===== config.mk =====
export PLATFORM = sky130hd
export DESIGN_NAME = tri_timer_counter
export DESIGN_NICKNAME = d
export VERILOG_FILES = /design/src/rtl/tct_pkg.sv /design/src/rtl/tct_prescaler.sv /design/src/rtl/tct_decode.sv /design/src/rtl/tct_channel.sv /design/src/rtl/tri_timer_counter.sv
export SDC_FILE = /design/constraint.sdc
export NUM_CORES = 1
export LEC_CHECK = 0
export BUFFER_PORTS_ARGS = -buffer_cell sky130_fd_sc_hd__buf_2
export CORE_ASPECT_RATIO = 1.4
export CORE_MARGIN = 2
export CORE_UTILIZATION = 45
export CTS_CLUSTER_DIAMETER = 60
export DETAILED_ROUTE_END_ITERATION = 10
export GPL_ROUTABILITY_DRIVEN = 0
export HOLD_SLACK_MARGIN = 0.15
export SLEW_MARGIN = 15
export SYNTH_ARGS = -nofsm -noshare
export SYNTH_HDL_FRONTEND = slang
export SYNTH_HIERARCHICAL = 1
export SYNTH_SLANG_ARGS = --single-unit

===== constraint.sdc =====
create_clock -name clk -period 4.75 [get_ports clk]
set_clock_uncertainty 0.1 [all_clocks]
set_input_delay 0 -clock clk [delete_from_list [all_inputs] [get_ports clk]]
set_output_delay 0 -clock clk [all_outputs]
set_load 0.03 [all_outputs]

===== src/rtl/tct_pkg.sv =====
package tct_pkg;
    localparam int CNT_W   = 16;
    localparam int PSEL_W  = 4;
    localparam int PC_W    = 1 << PSEL_W;
    localparam int CLK_W   = PSEL_W + 1;
    localparam int NMATCH  = 3;
    localparam int NFLAG   = NMATCH + 2;
    localparam int NTYPE   = 9;

    // register type index = position of the type block in the map
    localparam int RT_CLK  = 0;
    localparam int RT_CTL  = 1;
    localparam int RT_CNT  = 2;
    localparam int RT_INTV = 3;
    localparam int RT_M1   = 4;
    localparam int RT_STS  = RT_M1 + NMATCH;
    localparam int RT_IER  = RT_STS + 1;

    // status flag positions
    localparam int FL_INTV = 0;
    localparam int FL_M1   = 1;
    localparam int FL_OVF  = FL_M1 + NMATCH;

    // counter-control bit positions
    localparam int CTL_DIS     = 0;
    localparam int CTL_IMODE   = 1;
    localparam int CTL_RESTART = 4;

    typedef struct packed {
        logic [CLK_W-1:0]             clk;
        logic                         dis;
        logic                         imode;
        logic [CNT_W-1:0]             cnt;
        logic [CNT_W-1:0]             intv;
        logic [NMATCH-1:0][CNT_W-1:0] mat;
        logic [NFLAG-1:0]             sts;
        logic [NFLAG-1:0]             ier;
    } chan_st_t;

    localparam chan_st_t CHAN_RST = '{
        clk:   '0,
        dis:   1'b1,
        imode: 1'b0,
        cnt:   '0,
        intv:  '1,
        mat:   '0,
        sts:   '0,
        ier:   '0
    };
endpackage


===== src/rtl/tct_prescaler.sv =====
module tct_prescaler
    import tct_pkg::*;
(
    input  logic              clk,
    input  logic              rst_n,
    input  logic              run_i,
    input  logic              clear_i,
    input  logic              en_i,
    input  logic [PSEL_W-1:0] sel_i,
    output logic              tick_o
);
    logic [PC_W-1:0] pcnt_d, pcnt_q;
    logic [PC_W:0]   span;
    logic [PC_W-1:0] term;

    always_comb begin
        span   = {{PC_W{1'b0}}, 1'b1} << ({1'b0, sel_i} + 1'b1);
        term   = PC_W'(span - 1'b1);
        tick_o = en_i ? (run_i && (pcnt_q == term)) : run_i;

        pcnt_d = pcnt_q;
        if (clear_i || !en_i) begin
            pcnt_d = '0;
        end else if (run_i) begin
            pcnt_d = tick_o ? '0 : pcnt_q + 1'b1;
        end
    end

    always_ff @(posedge clk or negedge rst_n) begin
        if (!rst_n) pcnt_q <= '0;
        else        pcnt_q <= pcnt_d;
    end

    // two ticks never come back to back while dividing
    assert_tick_gap_R4: assert property (@(posedge clk) disable iff (!rst_n)
        (tick_o && en_i) |=> (!tick_o || !en_i));
endmodule


===== src/rtl/tct_decode.sv =====
module tct_decode
    import tct_pkg::*;
#(
    parameter int NUM_CH = 3,
    parameter int ADDR_W = 8
)(
    input  logic [ADDR_W-1:0]             addr_i,
    output logic [NUM_CH-1:0][NTYPE-1:0]  hit_o
);
    localparam int STRIDE = NUM_CH * 4;

    always_comb begin
        for (int c = 0; c < NUM_CH; c++) begin
            for (int t = 0; t < NTYPE; t++) begin
                hit_o[c][t] = (addr_i == ADDR_W'(t * STRIDE + c * 4));
            end
        end
    end
endmodule


===== src/rtl/tct_channel.sv =====
module tct_channel
    import tct_pkg::*;
#(
    parameter int DATA_W = 32
)(
    input  logic              clk,
    input  logic              rst_n,
    input  logic [NTYPE-1:0]  sel_i,
    input  logic              wr_i,
    input  logic              rd_i,
    input  logic [DATA_W-1:0] wdata_i,
    output logic [DATA_W-1:0] rdata_o,
    output logic              irq_o
);
    chan_st_t         s_d, s_q;
    logic [NTYPE-1:0] we;
    logic             restart;
    logic             tick;
    logic [NFLAG-1:0] ev;
    logic [CNT_W-1:0] nxt;
    logic             sts_rd;
    logic             unused_wdata;

    assign we           = sel_i & {NTYPE{wr_i}};
    assign restart      = we[RT_CTL] && wdata_i[CTL_RESTART];
    assign sts_rd       = rd_i && sel_i[RT_STS];
    assign unused_wdata = ^wdata_i[DATA_W-1:CNT_W];

    tct_prescaler u_presc (
        .clk     (clk),
        .rst_n   (rst_n),
        .run_i   (!s_q.dis),
        .clear_i (restart || we[RT_CLK]),
        .en_i    (s_q.clk[0]),
        .sel_i   (s_q.clk[CLK_W-1:1]),
        .tick_o  (tick)
    );

    always_comb begin
        s_d = s_q;
        ev  = '0;
        nxt = s_q.cnt;

        if (tick) begin
            if (s_q.imode && (s_q.cnt == s_q.intv)) begin
                nxt          = '0;
                ev[FL_INTV]  = 1'b1;
            end else if (&s_q.cnt) begin
                nxt          = '0;
                ev[FL_OVF]   = 1'b1;
            end else begin
                nxt          = s_q.cnt + 1'b1;
            end
            for (int i = 0; i < NMATCH; i++) begin
                if (nxt == s_q.mat[i]) ev[FL_M1 + i] = 1'b1;
            end
        end
        if (restart) begin
            nxt = '0;
            ev  = '0;
        end
        s_d.cnt = nxt;

        if (we[RT_CLK]) s_d.clk = wdata_i[CLK_W-1:0];
        if (we[RT_CTL]) begin
            s_d.dis   = wdata_i[CTL_DIS];
            s_d.imode = wdata_i[CTL_IMODE];
        end
        if (we[RT_INTV]) s_d.intv = wdata_i[CNT_W-1:0];
        for (int i = 0; i < NMATCH; i++) begin
            if (we[RT_M1 + i]) s_d.mat[i] = wdata_i[CNT_W-1:0];
        end
        if (we[RT_IER]) s_d.ier = wdata_i[NFLAG-1:0];

        s_d.sts = (sts_rd ? '0 : s_q.sts) | ev;
    end

    always_comb begin
        rdata_o = '0;
        if (sel_i[RT_CLK])  rdata_o |= DATA_W'(s_q.clk);
        if (sel_i[RT_CTL])  rdata_o |= DATA_W'({s_q.imode, s_q.dis});
        if (sel_i[RT_CNT])  rdata_o |= DATA_W'(s_q.cnt);
        if (sel_i[RT_INTV]) rdata_o |= DATA_W'(s_q.intv);
        for (int i = 0; i < NMATCH; i++) begin
            if (sel_i[RT_M1 + i]) rdata_o |= DATA_W'(s_q.mat[i]);
        end
        if (sel_i[RT_STS])  rdata_o |= DATA_W'(s_q.sts);
        if (sel_i[RT_IER])  rdata_o |= DATA_W'(s_q.ier);
    end

    assign irq_o = |(s_q.sts & s_q.ier);

    always_ff @(posedge clk or negedge rst_n) begin
        if (!rst_n) s_q <= CHAN_RST;
        else        s_q <= s_d;
    end

    assert_hold_when_off_R3: assert property (@(posedge clk) disable iff (!rst_n)
        (s_q.dis && !restart) |=> $stable(s_q.cnt));

    assert_step_by_one_R3: assert property (@(posedge clk) disable iff (!rst_n)
        (s_q.cnt != $past(s_q.cnt)) |-> ((s_q.cnt == $past(s_q.cnt) + 1'b1) || (s_q.cnt == '0)));

    assert_ovf_from_top_R5: assert property (@(posedge clk) disable iff (!rst_n)
        $rose(s_q.sts[FL_OVF]) |-> (&$past(s_q.cnt)));

    assert_intv_from_term_R6: assert property (@(posedge clk) disable iff (!rst_n)
        $rose(s_q.sts[FL_INTV]) |-> ($past(s_q.imode) && ($past(s_q.cnt) == $past(s_q.intv))));

    assert_read_clears_R9: assert property (@(posedge clk) disable iff (!rst_n)
        (sts_rd && (ev == '0)) |=> (s_q.sts == '0));
endmodule


===== src/rtl/tri_timer_counter.sv =====
module tri_timer_counter
    import tct_pkg::*;
#(
    parameter int NUM_CH = 3,
    parameter int ADDR_W = 8,
    parameter int DATA_W = 32
)(
    input  logic              clk,
    input  logic              rst_n,
    input  logic              bus_wr,
    input  logic              bus_rd,
    input  logic [ADDR_W-1:0] bus_addr,
    input  logic [DATA_W-1:0] bus_wdata,
    output logic [DATA_W-1:0] bus_rdata,
    output logic [NUM_CH-1:0] irq
);
    logic [NUM_CH-1:0][NTYPE-1:0]  hit;
    logic [NUM_CH-1:0][DATA_W-1:0] ch_rdata;

    tct_decode #(.NUM_CH(NUM_CH), .ADDR_W(ADDR_W)) u_decode (
        .addr_i (bus_addr),
        .hit_o  (hit)
    );

    for (genvar g = 0; g < NUM_CH; g++) begin : g_ch
        tct_channel #(.DATA_W(DATA_W)) u_ch (
            .clk     (clk),
            .rst_n   (rst_n),
            .sel_i   (hit[g]),
            .wr_i    (bus_wr),
            .rd_i    (bus_rd),
            .wdata_i (bus_wdata),
            .rdata_o (ch_rdata[g]),
            .irq_o   (irq[g])
        );
    end

    always_comb begin
        bus_rdata = '0;
        for (int c = 0; c < NUM_CH; c++) bus_rdata |= ch_rdata[c];
    end

    // at most one register answers any address
    assert_single_target_R2: assert property (@(posedge clk) disable iff (!rst_n)
        $onehot0(hit));
endmodule


==> results of run 1 <==
power groups by stage:
stage / Combinational [mW] / Clock, mW / Sequential, mW
6_report: 2.55 / 3.09 / 3.67
2_1_floorplan: 2.12 / 0 / 3.35
5_1_grt: 2.76 / 3.26 / 3.69
3_5_place_dp: 2.47 / 0 / 3.70
4_1_cts: 2.51 / 3.14 / 3.65
3_3_place_gp: 2.43 / 0 / 3.69
registers in the layout, summed over array words and instances, names as in the netlist:
name                      cells
g_ch.u_ch/s_q               291
g_ch.u_ch/u_presc/pcnt_q     48
kinds of logic after synthesis:
logic type | Yosys count | share of synthesized area, %
AOI/OAI and AO/OA | 510 | 15.8
xor gates and xnor gates | 200 | 7.77
adders and majority gates | 12 | 0.608
buffers and inverters | 270 | 6.56
DFF | 339 | 36.4
muxes | 240 | 11.5
other | 6 | 0.0960
and+or+nand+nor | 859 | 21.3
area by class of cell:
| class | count | share of cell area (%) |
|---|---|---|
| multi-input combinational | 1872 | 53.4 |
| sequential | 339 | 33.6 |
| clock buffer | 52 | 4.23 |
| timing repair buffer | 124 | 3.70 |
| tap | 656 | 3.23 |
| inverter | 65 | 0.960 |
| clock inverter | 19 | 0.842 |
| antenna | 1 | 0.00985 |
placed cells by master (no fill, tap or decap), types with 19 or more instances in the layout:
cell and n:
sky130_fd_sc_hd__a21oi_1 94, sky130_fd_sc_hd__a222oi_1 47, sky130_fd_sc_hd__a22oi_1 86, sky130_fd_sc_hd__a31oi_1 29, sky130_fd_sc_hd__and3_1 34, sky130_fd_sc_hd__buf_2 45, sky130_fd_sc_hd__buf_4 47, sky130_fd_sc_hd__clkbuf_16 40
sky130_fd_sc_hd__conb_1 51, sky130_fd_sc_hd__dfrtp_1 288, sky130_fd_sc_hd__dfstp_2 51, sky130_fd_sc_hd__dlygate4sd3_1 28, sky130_fd_sc_hd__inv_1 65, sky130_fd_sc_hd__mux2_2 232, sky130_fd_sc_hd__nand2_1 190, sky130_fd_sc_hd__nand2b_1 47
sky130_fd_sc_hd__nand3_1 84, sky130_fd_sc_hd__nand3b_1 24, sky130_fd_sc_hd__nand4_1 59, sky130_fd_sc_hd__nor2_1 117, sky130_fd_sc_hd__nor2_2 32, sky130_fd_sc_hd__nor3_1 39, sky130_fd_sc_hd__nor4_1 24, sky130_fd_sc_hd__nor4b_1 19
sky130_fd_sc_hd__o21ai_0 63, sky130_fd_sc_hd__o22ai_1 20, sky130_fd_sc_hd__or3_1 52, sky130_fd_sc_hd__xnor2_1 130, sky130_fd_sc_hd__xor2_1 62
layer usage:
layer  share of wire, %  wire length, um
met1                 38            29400
met2                 48            37200
met3                6.2             4820
met4                7.5             5770
met5                  0                0
tightest hold or removal path: stages:
cell and delay (ps):
sky130_fd_sc_hd__buf_2 130, sky130_fd_sc_hd__nand4bb_1 230, sky130_fd_sc_hd__nor2_1 180, sky130_fd_sc_hd__nand2_1 130
sky130_fd_sc_hd__mux2_2 150
what timing repair did:
| item | in CTS | in global routing |
|---|---|---|
| hold buffers | 29 | 0 |
| endpoints found under the setup margin | 0 | 3 |
| gates resized for setup | 0 | 4 |
| endpoints found under the hold margin | 547 | 0 |
| buffers inserted | 0 | 1 |
worst paths after layout:
check,start,end,slack [ps],cells past startpoint
min in group asynchronous,rst_n,g_ch[2].u_ch/s_q[62]$_DFFE_PN1P_,580,3
setup reg to reg,g_ch[2].u_ch/s_q[94]$_DFFE_PN0P_,g_ch[2].u_ch/s_q[6]$_DFF_PN0_,200,15
hold / removal,bus_addr[3],g_ch[0].u_ch/s_q[91]$_DFFE_PN1P_,190,5
setup / recovery,g_ch[2].u_ch/s_q[94]$_DFFE_PN0P_,g_ch[2].u_ch/s_q[6]$_DFF_PN0_,200,15
max in group asynchronous,rst_n,g_ch[0].u_ch/s_q[74]$_DFFE_PN0P_,3100,4
hold reg to reg,g_ch[1].u_ch/s_q[9]$_DFF_PN0_,g_ch[1].u_ch/s_q[9]$_DFF_PN0_,430,2
==> metrics.log, run 1 <==
[metrics] Core Rows: 99
[metrics] cell with the biggest individual delay on the critical path: sky130_fd_sc_hd__or4_4
[metrics] DR vias: 20300
[metrics] latest clock arrival within the worst-skew pair: 590 ps
[metrics] worst setup path class: register to register
[metrics] slew at the pin closest to its max-slew limit: 1000 ps
[metrics] element type at the critical path start: register
[metrics] met2 routing resource usage after global routing: 48.3%
[metrics] ratio of cells with drive above 1 in the final layout: 22.5%
[metrics] Combinational Power Share: 27.4%
[metrics] TritonCTS clock tree: done
[metrics] overall overflow remaining after global route: 0
[metrics] internal power: 5.97 mW
[metrics] sum of routed wire length over all layers: 77200 um
[metrics] HP Class: primary input to register
[metrics] maximum buffer depth of the clock tree: 3
[metrics] total of warnings raised by yosys: 6
[metrics] global-route total usage across every layer: 28.5%
[metrics] reported max-cap violation count: 0
[metrics] share of the synthesized area in the top cell type: 30.7%
[metrics] area taken by multi-input logic gates: 0.0136 mm2
[metrics] sequential group share of total power: 39.5%
[metrics] critical path fanouts, max: 14
[metrics] sum of negative setup slack: 0 ps
[metrics] Worst setup EP type: register
[metrics] setup-violating endpoint count in the final report: 0
[metrics] fraction of registers with async set or reset after synthesis: 100%
[metrics] Clock power frac: 33.1%
[metrics] RSZ-0062 raised after global routing: false
[metrics] post-layout util: 49.1%
[metrics] number of antenna violations at the first check in global routing: 1
[metrics] number of levels in the clock H-tree: 2
[metrics] Syn Inst Count: 2436
[metrics] register bit total from synthesis: 339
[metrics] number of ports placed on the die boundary: 79
[metrics] buffers and inverters on the worst path: 0
[metrics] smallest setup slack after layout: 202 ps
[metrics] leakage power: 10.7 nW
[metrics] vertical die dimension: 274 um
[metrics] hold violation total from the final report: 0
[metrics] largest net degree at the start of global routing: 104
[metrics] critical path data arrival time: 4930 ps
[metrics] Seq/Total Area, Yosys: 36.4%
[metrics] family with the most delay on the worst path: compound AO/OA/AOI/OAI gates
[metrics] maximum VDD drop: 0.330 mV
[metrics] routed len/inst: 24.7 um
[metrics] Inserted Clock Buffers: 39
[metrics] leading post-synthesis cells by cell area: sky130_fd_sc_hd__dfrtp_1, sky130_fd_sc_hd__mux2_2, sky130_fd_sc_hd__dfstp_2
[metrics] Period minus WS final: 4550 ps
[metrics] # DRC: 0
[metrics] Max Clk Rate: 0.220 GHz
[metrics] synthesized cell area: 0.0235 mm2
[metrics] layout overhead on the synthesized area: 8.30%
[metrics] setup slack after placement: 155 ps
[metrics] GRT met1 Usage: 33.9%
[metrics] half-perimeter wire length after placement: 54800 um
[metrics] power per cell area: 366 mW/mm2
[metrics] area occupied by registers: 0.00855 mm2
[metrics] fin crit share: 95.7%
[metrics] count of pins over their slew limit: 0
[metrics] run status: complete, no violations
[metrics] total number of nets in the final design: 2494
[metrics] vias in the first global route: 19700
[metrics] vias per cell: 6.49
[metrics] detailed-router iteration count before antenna repair: 7
[metrics] most numerous cell types in the synthesized netlist: sky130_fd_sc_hd__dfrtp_1, sky130_fd_sc_hd__mux2_2, sky130_fd_sc_hd__nand2_1, sky130_fd_sc_hd__xnor2_1, sky130_fd_sc_hd__nor2_1
[metrics] Fin Hold WS: 193 ps
[metrics] total net switching power: 3.34 mW
[metrics] area of the core: 0.0518 mm2
[metrics] top_reg_cell synth: sky130_fd_sc_hd__dfrtp_1
[metrics] Filler Cell Count: 4884
[metrics] global-route wire length before repair: 119000 um
[metrics] number of different library cells in the post-synthesis netlist: 105
[metrics] starting density of the core: 45.3%
[metrics] total design power: 9.31 mW
[metrics] syn avg cell area: 9.63 um2
[metrics] Clock Pin Slew Worst Setup and Hold Paths: 60 ps
[metrics] met3 Usage GRT: 3.85%
[metrics] die outline width: 197 um
[metrics] Root Buffer Master: sky130_fd_sc_hd__clkbuf_16
[metrics] Antenna Violating Nets Remaining: 0
[metrics] headroom to the max-slew limit: 33.1%
[metrics] Finished Cell Area: 0.0254 mm2
[metrics] PortBufs: 46
[metrics] Final Instance Count excl. Fillers: 3128
[metrics] area enclosed by the die boundary: 0.0540 mm2
[metrics] worst-path cell chain: or4_4 > ha_2 > nand3b_1 > o311ai_0 > xor2_1 > a2111oi_1 > nand4_2 > a21oi_1 > nand2_1 > a221o_1 > a221oi_1 > and3_1 > o2111ai_1 > or4_1 > o31ai_1
[metrics] number of violations reported at the end of detailed-routing iteration 0: 2318
[metrics] fraction of power spent switching nets: 35.9%
[metrics] placed standard-cell area: 0.0238 mm2
[metrics] clock net sink count: 339
[metrics] most repeated cell in the gate-level netlist after synthesis: sky130_fd_sc_hd__dfrtp_1
[metrics] maximum cell stage delay along the critical path: 540 ps
[metrics] area leader, netlist: sky130_fd_sc_hd__dfrtp_1
[metrics] required time at the worst-slack endpoint: 5130 ps
[metrics] placed instance count: 3026
[metrics] GRT busiest layer: met2
[metrics] Post-synth EDFFs: 0
(Power assumes the default switching activity.)
==> run 2: changes to the inputs <==
--- a/config.mk
+++ b/config.mk
@@ -5,7 +5,9 @@
 export SDC_FILE = /design/constraint.sdc
 export NUM_CORES = 1
 export LEC_CHECK = 0
+export ABC_AREA = 1
 export BUFFER_PORTS_ARGS = -buffer_cell sky130_fd_sc_hd__buf_2
+export CAP_MARGIN = 10
 export CORE_ASPECT_RATIO = 1.4
 export CORE_MARGIN = 2
 export CORE_UTILIZATION = 45
==> constraint.sdc (replaced) <==
create_clock -name clk -period 3.85 [get_ports clk]
set_clock_uncertainty 0.1 [all_clocks]
set_input_delay 0 -clock clk [delete_from_list [all_inputs] [get_ports clk]]
set_output_delay 0 -clock clk [all_outputs]
set_load 0.03 [all_outputs]
==> run 2 against run 1 <==
Register-to-register slack improved by 300 ps. Sequential power increased by 16%. Clock-buffer cell count increased by 4. Total power increased by 20%. Critical path type is now primary input to output port. Critical path depth decreased by 1. Non-clock buffer count decreased by 21. Design area decreased by 0.21%. Global-route usage increased by 1.8 points. Setup slack got worse by 130 ps. Sequential share of layout area increased by 0.071 points.
==> metrics.log, run 2 <==
[metrics] run status: complete, no violations (unchanged)
[metrics] worst setup path class: primary input to output port (was register to register)
[metrics] share of the synthesized area in the top cell type: 31.2% (was 30.7%)
[metrics] sum of negative setup slack: 0 ps (unchanged)
[metrics] half-perimeter wire length after placement: 60200 um (was 54800 um)
[metrics] Max Clk Rate: 0.265 GHz
[metrics] total of warnings raised by yosys: 6 (unchanged)
[metrics] number of ports placed on the die boundary: 79 (unchanged)
[metrics] element type at the critical path start: primary input (was register)
[metrics] vias in the first global route: 22300 (was 19700)
[metrics] most repeated cell in the gate-level netlist after synthesis: sky130_fd_sc_hd__nand2_1 (was sky130_fd_sc_hd__dfrtp_1)
[metrics] worst-path cell chain: dlygate4sd3_1 > buf_2 > nor2_4 > dlygate4sd3_1 > nand2_1 > nor2_1 > buf_4 > nand2_1 > o21ai_0 > a221oi_1 > o211ai_1 > nor2_1 > nand2_1 > buf_2 (was or4_4 > ha_2 > nand3b_1 > o311ai_0 > xor2_1 > a2111oi_1 > nand4_2 > a21oi_1 > nand2_1 > a221o_1 > a221oi_1 > and3_1 > o2111ai_1 > or4_1 > o31ai_1)
[metrics] DR vias: 23100 (was 20300)
[metrics] register bit total from synthesis: 339 (unchanged)
[metrics] cell with the biggest individual delay on the critical path: sky130_fd_sc_hd__nor2_1 (was sky130_fd_sc_hd__or4_4)
[metrics] leading post-synthesis cells by cell area: sky130_fd_sc_hd__dfrtp_1, sky130_fd_sc_hd__nand2_1, sky130_fd_sc_hd__o21ai_0 (was sky130_fd_sc_hd__dfrtp_1, sky130_fd_sc_hd__mux2_2, sky130_fd_sc_hd__dfstp_2)
[metrics] CP endpoint: bus_rdata[3] (was g_ch[2].u_ch/s_q[6]$_DFF_PN0_)
[metrics] RSZ-0062 raised after global routing: false (unchanged)
[metrics] die outline width: 196 um (was 197 um)
[metrics] placed standard-cell area: 0.0237 mm2 (was 0.0238 mm2)
[metrics] number of antenna violations at the first check in global routing: 1 (unchanged)
[metrics] Inserted Clock Buffers: 38 (was 39)
[metrics] Syn Inst Count: 3440 (was 2436)
[metrics] detailed-router iteration count before antenna repair: 6 (was 7)
[metrics] Root Buffer Master: sky130_fd_sc_hd__clkbuf_16 (unchanged)
[metrics] Finished Cell Area: 0.0254 mm2 (about the same)
[metrics] Antenna Violating Nets Remaining: 0 (unchanged)
[metrics] most numerous cell types in the synthesized netlist: sky130_fd_sc_hd__nand2_1, sky130_fd_sc_hd__inv_1, sky130_fd_sc_hd__nor2_1, sky130_fd_sc_hd__o21ai_0, sky130_fd_sc_hd__dfrtp_1 (was sky130_fd_sc_hd__dfrtp_1, sky130_fd_sc_hd__mux2_2, sky130_fd_sc_hd__nand2_1, sky130_fd_sc_hd__xnor2_1, sky130_fd_sc_hd__nor2_1)
[metrics] Period minus WS final: 3780 ps
[metrics] vias per cell: 5.55 (was 6.49)
[metrics] worst r2r dst: g_ch[1].u_ch/s_q[9]$_DFF_PN0_ (was g_ch[2].u_ch/s_q[6]$_DFF_PN0_)
[metrics] maximum VDD drop: 0.361 mV (was 0.330 mV)
[metrics] critical path data arrival time: 3680 ps (was 4930 ps)
[metrics] most frequent standard cell in the layout excluding fill and tap cells: sky130_fd_sc_hd__nand2_1 (was sky130_fd_sc_hd__dfrtp_1)
[metrics] # diodes: 0 (was 1)
[metrics] Clock Pin Slew Worst Setup and Hold Paths: 60 ps (about the same)
[metrics] Filler Cell Count: 5142 (was 4884)
[metrics] fraction of registers with async set or reset after synthesis: 100% (unchanged)
[metrics] total number of nets in the final design: 3537 (was 2494)
[metrics] setup-violating endpoint count in the final report: 0 (unchanged)
[metrics] global-route wire length before repair: 126000 um (was 119000 um)
[metrics] Largest register FFs: 291 (unchanged)
[metrics] launch instance of the worst register-to-register path: g_ch[1].u_ch/s_q[95]$_DFFE_PN0P_ (was g_ch[2].u_ch/s_q[94]$_DFFE_PN0P_)
[metrics] sum of routed wire length over all layers: 80200 um (was 77200 um)
[metrics] synthesized cell area: 0.0231 mm2 (was 0.0235 mm2)
[metrics] internal reg-to-reg setup slack: 500 ps (was 200 ps)
[metrics] CP startpoint: bus_addr[0] (was g_ch[2].u_ch/s_q[94]$_DFFE_PN0P_)
[metrics] fin crit share: 98.2%
[metrics] clock net sink count: 339 (unchanged)
[metrics] area of the core: 0.0509 mm2 (was 0.0518 mm2)
[metrics] registers with the most flip-flops: g_ch.u_ch/s_q (291), g_ch.u_ch/u_presc/pcnt_q (48) (unchanged)
[metrics] most frequent cell on the critical path: sky130_fd_sc_hd__nand2_1
[metrics] vertical die dimension: 272 um (was 274 um)
[metrics] hold violation total from the final report: 0 (unchanged)
[metrics] Post-synth EDFFs: 0 (unchanged)
[metrics] largest net degree at the start of global routing: 152 (was 104)
[metrics] global-route total usage across every layer: 30.3% (was 28.5%)
[metrics] Seq/Total Area, Yosys: 37.0% (was 36.4%)
[metrics] count of pins over their slew limit: 0 (unchanged)
[metrics] power per cell area: 440 mW/mm2 (was 366 mW/mm2)
[metrics] depth of the most critical reg-to-reg path: 17 (was 15)
[metrics] reported max-cap violation count: 0 (unchanged)
[metrics] TritonCTS clock tree: done (unchanged)
[metrics] maximum buffer depth of the clock tree: 3 (unchanged)
[metrics] latest clock arrival within the worst-skew pair: 570 ps (was 590 ps)
[metrics] number of violations reported at the end of detailed-routing iteration 0: 2115 (was 2318)
[metrics] number of levels in the clock H-tree: 2 (unchanged)
[metrics] top_reg_cell synth: sky130_fd_sc_hd__dfrtp_1 (unchanged)
[metrics] headroom to the max-slew limit: 22.0% (was 33.1%)
[metrics] HP Class: primary input to register (unchanged)
[metrics] starting density of the core: 45.4% (was 45.3%)
[metrics] layout overhead on the synthesized area: 9.67% (was 8.30%)
[metrics] Worst setup EP type: output port (was register)
[metrics] # DRC: 0 (unchanged)
[metrics] register with the most flip-flops: g_ch.u_ch/s_q (unchanged)
[metrics] area leader, netlist: sky130_fd_sc_hd__dfrtp_1 (unchanged)
[metrics] Core Rows: 98 (was 99)
[metrics] ratio of cells with drive above 1 in the final layout: 9.48% (was 22.5%)
[metrics] slew at the pin closest to its max-slew limit: 1170 ps (was 1000 ps)
[metrics] PortBufs: 46 (unchanged)
[metrics] leakage power: 11.7 nW (was 10.7 nW)
[metrics] overall overflow remaining after global route: 0 (unchanged)
[metrics] area enclosed by the die boundary: 0.0532 mm2 (was 0.0540 mm2)
[metrics] number of different library cells in the post-synthesis netlist: 41 (was 105)
[metrics] syn avg cell area: 6.72 um2 (was 9.63 um2)
[metrics] required time at the worst-slack endpoint: 3750 ps (was 5130 ps)
[metrics] most frequent cells in the layout: sky130_fd_sc_hd__nand2_1, sky130_fd_sc_hd__inv_1, sky130_fd_sc_hd__nor2_1 (was sky130_fd_sc_hd__dfrtp_1, sky130_fd_sc_hd__mux2_2, sky130_fd_sc_hd__nand2_1)
[metrics] critical path fanouts, max: 11 (was 14)
[metrics] maximum cell stage delay along the critical path: 790 ps (was 540 ps)
[metrics] routed len/inst: 19.3 um (was 24.7 um)
==> run 2: cell types whose count changed after synthesis, sizes merged, moves of 151 or more <==
cell	previous run	this run
nand3	89	240
nor2	152	356
mux2	232	0
o21ai	71	303
inv	65	414
nand2	191	1206
==> run 2: how the worst min path moves through the flow <==
stage	startpoint	end	slack, ps	depth (start not counted)
3_3_place_gp	rst_n	g_ch[1].u_ch/s_q[83]$_DFFE_PN0P_	50	2
4_1_cts	bus_addr[1]	g_ch[1].u_ch/s_q[5]$_DFF_PN0_	160	7
3_5_place_dp	rst_n	g_ch[1].u_ch/s_q[85]$_DFFE_PN0P_	70	2
5_1_grt	bus_addr[4]	g_ch[2].u_ch/s_q[91]$_DFFE_PN1P_	260	7
2_1_floorplan	rst_n	g_ch[0].u_ch/s_q[0]$_DFFE_PN0P_	-400	0
6_report	bus_addr[1]	g_ch[1].u_ch/s_q[5]$_DFF_PN0_	220	7
==> run 2: area by class of cell <==
type	instances	area, um2	share of cell area (%)
clock buffers	56	1160	4.58
clock inverters	14	145	0.572
repair buffers	103	776	3.06
multi-input cells	2585	12300	48.6
inverters	417	1580	6.25
well taps	650	813	3.21
flip-flops and latches	339	8550	33.7
==> run 2: logic make-up (layout without fill, tap and decap cells) <==
kind of cell,after synthesis,count (layout),share of synthesized area [%]
simple gates,1907,1907,35.1
buf+inv,561,590,10.5
compound gates,552,552,14.4
flops,339,339,37.0
xor+xnor,66,66,2.50
fa+ha+maj,9,9,0.487
other cells,6,51,0.0974
==> run 2: timing repair <==
action / 4_1_cts / 5_1_grt
hold buffers: 33 / 0
hold endpoints to repair: 582 / 0
setup endpoints to repair: 0 / 1
gates resized for setup: 0 / 1
setup buffers: 0 / 0
==> run 2: critical path, delay by kind of cell <==
kind / cells / cell delay, ps
buffers and inverters: 5 / 1890
AND/OR/NAND/NOR: 6 / 1470
AO/OA/AOI/OAI: 3 / 300
==> run 2: report_power, final <==
part	internal, mW	switching, mW
clock	2.24	1.61
combinational	0.988	2.06
sequential	3.87	0.401
==> run 2: per-stage QoR <==
stage / total power, mW / cells / setup WS [ps] / utilization [%] / hold WS [ps]
2_1_floorplan: 6.37 / 3485 / 1130 / - / -396
3_3_place_gp: 7.24 / 4061 / 656 / 46.6 / 50.7
3_5_place_dp: 7.28 / 4061 / 566 / 46.6 / 65.5
4_1_cts: 11.2 / 4164 / 180 / 49.8 / 156
5_1_grt: 11.8 / 4164 / 13.1 / 49.8 / 262
6_report: 11.2 / 4164 / 69.3 / 49.8 / 217
==> run 2: routing by layer <==
metal  GRT usage [%]  vias up  part of all wire, %
met3            3.79      276                  5.8
met5               0        -                    0
met4            16.8        0                  6.1
li1                -    11100                    -
met2            53.2      906                   49
met1            35.9    10800                   39
==> run 3: changes to the inputs <==
--- a/config.mk
+++ b/config.mk
@@ -11,6 +11,7 @@
 export CORE_ASPECT_RATIO = 1.4
 export CORE_MARGIN = 2
 export CORE_UTILIZATION = 45
+export CTS_BUF_LIST = sky130_fd_sc_hd__clkbuf_8 sky130_fd_sc_hd__clkbuf_16
 export CTS_CLUSTER_DIAMETER = 60
 export DETAILED_ROUTE_END_ITERATION = 10
 export GPL_ROUTABILITY_DRIVEN = 0
==> run 3 against run 2 <==
Global-route usage stayed put. Via count rose by 0.12%. Critical path type unchanged. Sequential cell count unchanged. Largest cell class unchanged. Clock power hardly changed. Worst hold slack got worse by 9.1 ps. Sequential power about the same. First-iteration DRC count is 0.57% higher. Combinational power about the same. Total power fell by 0.10%. Sequential share of layout area unchanged. Non-clock buffer count is the same. Largest power group unchanged. Utilization stayed put.
==> metrics.log, run 3 (same netlist as run 2, synthesis figures left out) <==
[metrics] maximum VDD drop: 0.361 mV (about the same)
[metrics] Setup Fix Bufs, Post-CTS: 0 (unchanged)
[metrics] count of cells along the worst hold path: 7 (unchanged)
[metrics] die outline width: 196 um (unchanged)
[metrics] worst r2r dst: g_ch[1].u_ch/s_q[9]$_DFF_PN0_ (unchanged)
[metrics] DR top layer: met4 (unchanged)
[metrics] vias per cell: 5.55 (about the same)
[metrics] leakage power: 11.7 nW (about the same)
[metrics] setup slack after placement: 566 ps (unchanged)
[metrics] sum of routed wire length over all layers: 80300 um (was 80200 um)
[metrics] clock net sink count: 339 (unchanged)
[metrics] Antenna Violating Nets Remaining: 0 (unchanged)
[metrics] vias in the first global route: 22300 (unchanged)
[metrics] setup-violating endpoint count in the final report: 0 (unchanged)
[metrics] power per cell area: 440 mW/mm2 (about the same)
[metrics] Clock Pin Slew Worst Setup and Hold Paths: 60 ps (about the same)
[metrics] Finished Cell Area: 0.0254 mm2 (unchanged)
[metrics] placed instance count: 4061 (unchanged)
[metrics] Final Instance Count excl. Fillers: 4164 (unchanged)
[metrics] Inserted Clock Buffers: 38 (unchanged)
[metrics] half-perimeter wire length after placement: 60200 um (unchanged)
[metrics] Period minus WS final: 3830 ps (was 3780 ps)
[metrics] Largest register FFs: 291 (unchanged)
[metrics] RSZ-0062 raised after global routing: false (unchanged)
[metrics] Root Buffer Master: sky130_fd_sc_hd__clkbuf_16 (unchanged)
[metrics] global-route total usage across every layer: 30.3% (unchanged)
[metrics] latest clock arrival within the worst-skew pair: 580 ps (was 570 ps)
[metrics] placed standard-cell area: 0.0237 mm2 (unchanged)
[metrics] global-route wire length before repair: 126000 um (unchanged)
[metrics] headroom to the max-slew limit: 22.0% (about the same)
[metrics] PortBufs: 46 (unchanged)
[metrics] Met3 Routed Length: 4620 um (was 4670 um)
[metrics] Worst setup EP type: output port (unchanged)
[metrics] total design power: 11.1 mW (was 11.2 mW)
[metrics] slew at the pin closest to its max-slew limit: 1170 ps (about the same)
[metrics] number of levels in the clock H-tree: 2 (unchanged)
[metrics] TritonCTS clock tree: done (unchanged)
[metrics] largest net degree at the start of global routing: 152 (unchanged)
[metrics] starting density of the core: 45.4% (unchanged)
[metrics] # DRC: 0 (unchanged)
[metrics] run status: complete, no violations (unchanged)
[metrics] maximum buffer depth of the clock tree: 3 (unchanged)
[metrics] register with the most flip-flops: g_ch.u_ch/s_q (unchanged)
[metrics] # diodes: 0 (unchanged)
[metrics] most frequent standard cell in the layout excluding fill and tap cells: sky130_fd_sc_hd__nand2_1 (unchanged)
[metrics] critical path fanouts, max: 11 (unchanged)
[metrics] met2 wirelength from detailed routing: 39400 um (was 39300 um)
[metrics] detailed-router iteration count before antenna repair: 6 (unchanged)
[metrics] reported max-cap violation count: 0 (unchanged)
[metrics] area occupied by registers: 0.00855 mm2 (unchanged)
[metrics] depth of the most critical reg-to-reg path: 17 (unchanged)
[metrics] Core Rows: 98 (unchanged)
[metrics] number of violations reported at the end of detailed-routing iteration 0: 2127 (was 2115)
[metrics] registers with the most flip-flops: g_ch.u_ch/s_q (291), g_ch.u_ch/u_presc/pcnt_q (48) (unchanged)
[metrics] overall overflow remaining after global route: 0 (unchanged)
[metrics] layout overhead on the synthesized area: 9.67% (unchanged)
[metrics] routed len/inst: 19.3 um (about the same)
[metrics] routed length on met1: 31500 um (was 31400 um)
[metrics] HP Class: primary input to register (unchanged)
[metrics] area enclosed by the die boundary: 0.0532 mm2 (unchanged)
[metrics] internal reg-to-reg setup slack: 500 ps (about the same)
[metrics] total number of nets in the final design: 3537 (unchanged)
[metrics] number of antenna violations at the first check in global routing: 1 (unchanged)
[metrics] worst setup path class: primary input to output port (unchanged)
[metrics] DR vias: 23100 (about the same)
[metrics] vertical die dimension: 272 um (unchanged)
[metrics] launch instance of the worst register-to-register path: g_ch[1].u_ch/s_q[95]$_DFFE_PN0P_ (unchanged)
[metrics] element type at the critical path start: primary input (unchanged)
[metrics] smallest setup slack after layout: 19.2 ps (was 69.3 ps)
[metrics] Filler Cell Count: 5142 (unchanged)
[metrics] endpoint with the worst hold slack: g_ch[1].u_ch/s_q[5]$_DFF_PN0_ (unchanged)
[metrics] ratio of cells with drive above 1 in the final layout: 9.48% (unchanged)
[metrics] area of the core: 0.0509 mm2 (unchanged)
[metrics] Worst Hold Launch: bus_addr[1] (unchanged)
[metrics] count of pins over their slew limit: 0 (unchanged)
[metrics] critical path data arrival time: 3730 ps (was 3680 ps)
[metrics] area taken by multi-input logic gates: 0.0123 mm2 (unchanged)
[metrics] number of ports placed on the die boundary: 79 (unchanged)
[metrics] most frequent cells in the layout: sky130_fd_sc_hd__nand2_1, sky130_fd_sc_hd__inv_1, sky130_fd_sc_hd__nor2_1 (unchanged)
[metrics] CP startpoint: bus_addr[0] (unchanged)
[metrics] Max Clk Rate: 0.261 GHz (was 0.265 GHz)
[metrics] fin crit share: 99.5% (was 98.2%)
[metrics] required time at the worst-slack endpoint: 3750 ps (about the same)
[metrics] sum of negative setup slack: 0 ps (unchanged)
[metrics] hold violation total from the final report: 0 (unchanged)
==> run 3: cell count changes in the layout (fill, tap and decap cells not counted) <==
cell / previous run / this run
sky130_fd_sc_hd__clkbuf_1: 7 / 0
sky130_fd_sc_hd__inv_1: 375 / 382
==> run 3: stage by stage <==
stage	hold WS [ps]	utilization, %
global placement	50.7	46.6
finish	208	49.8
global route	262	49.8
CTS	156	49.8
floorplan	-396	-
detailed placement	65.5	46.6
==> run 3: area by class of cell <==
| type | instances | share of cell area, % |
|---|---|---|
| multi-input cells | 2585 | 48.6 |
| flip-flops and latches | 339 | 33.7 |
| inverters | 417 | 6.25 |
| clock buffers | 49 | 4.48 |
| well taps | 650 | 3.21 |
| repair buffers | 103 | 3.06 |
| clock inverters | 21 | 0.676 |
==> run 3: worst max path at each step <==
| stage | to | slack, ps | cells past startpoint |
|---|---|---|---|
| floorplan | g_ch[0].u_ch/s_q[80]$_DFFE_PN0P_ | 1130 | 19 |
| finish | bus_rdata[3] | 20 | 14 |
| CTS | bus_rdata[3] | 180 | 14 |
| detailed placement | g_ch[2].u_ch/s_q[89]$_DFFE_PN0P_ | 570 | 19 |
| global route | g_ch[2].u_ch/u_presc/pcnt_q[11]$_DFFE_PN0P_ | 10 | 14 |
| global placement | g_ch[2].u_ch/s_q[89]$_DFFE_PN0P_ | 660 | 17 |
==> run 3: what timing repair did <==
item                                    in CTS  in global routing
endpoints found under the hold margin      582                  0
endpoints found under the setup margin       0                  1
hold buffers                                33                  0
gates resized for setup                      0                  1
==> run 3: power by group <==
group	internal [mW]	switching, mW	total [mW]
Sequential	3.87	0.401	4.27
Clock	2.22	1.61	3.84
Combinational	0.988	2.06	3.04
Total	7.08	4.07	11.1
==> run 3: layer usage <==
| layer | vias up | global-route usage, % |
|---|---|---|
| li1 | 11100 | - |
| met1 | 10800 | 35.9 |
| met2 | 909 | 53.2 |
| met3 | 262 | 3.79 |
| met4 | 0 | 16.8 |
| met5 | - | 0 |
==> run 3: worst max-delay path, stage by stage <==
cell and delay, ps:
sky130_fd_sc_hd__dlygate4sd3_1 530, sky130_fd_sc_hd__buf_2 130, sky130_fd_sc_hd__nor2_4 100, sky130_fd_sc_hd__dlygate4sd3_1 650
sky130_fd_sc_hd__nand2_1 300, sky130_fd_sc_hd__nor2_1 820, sky130_fd_sc_hd__buf_4 350, sky130_fd_sc_hd__nand2_1 60
sky130_fd_sc_hd__o21ai_0 110, sky130_fd_sc_hd__a221oi_1 80, sky130_fd_sc_hd__o211ai_1 110, sky130_fd_sc_hd__nor2_1 80
sky130_fd_sc_hd__nand2_1 160, sky130_fd_sc_hd__buf_2 230
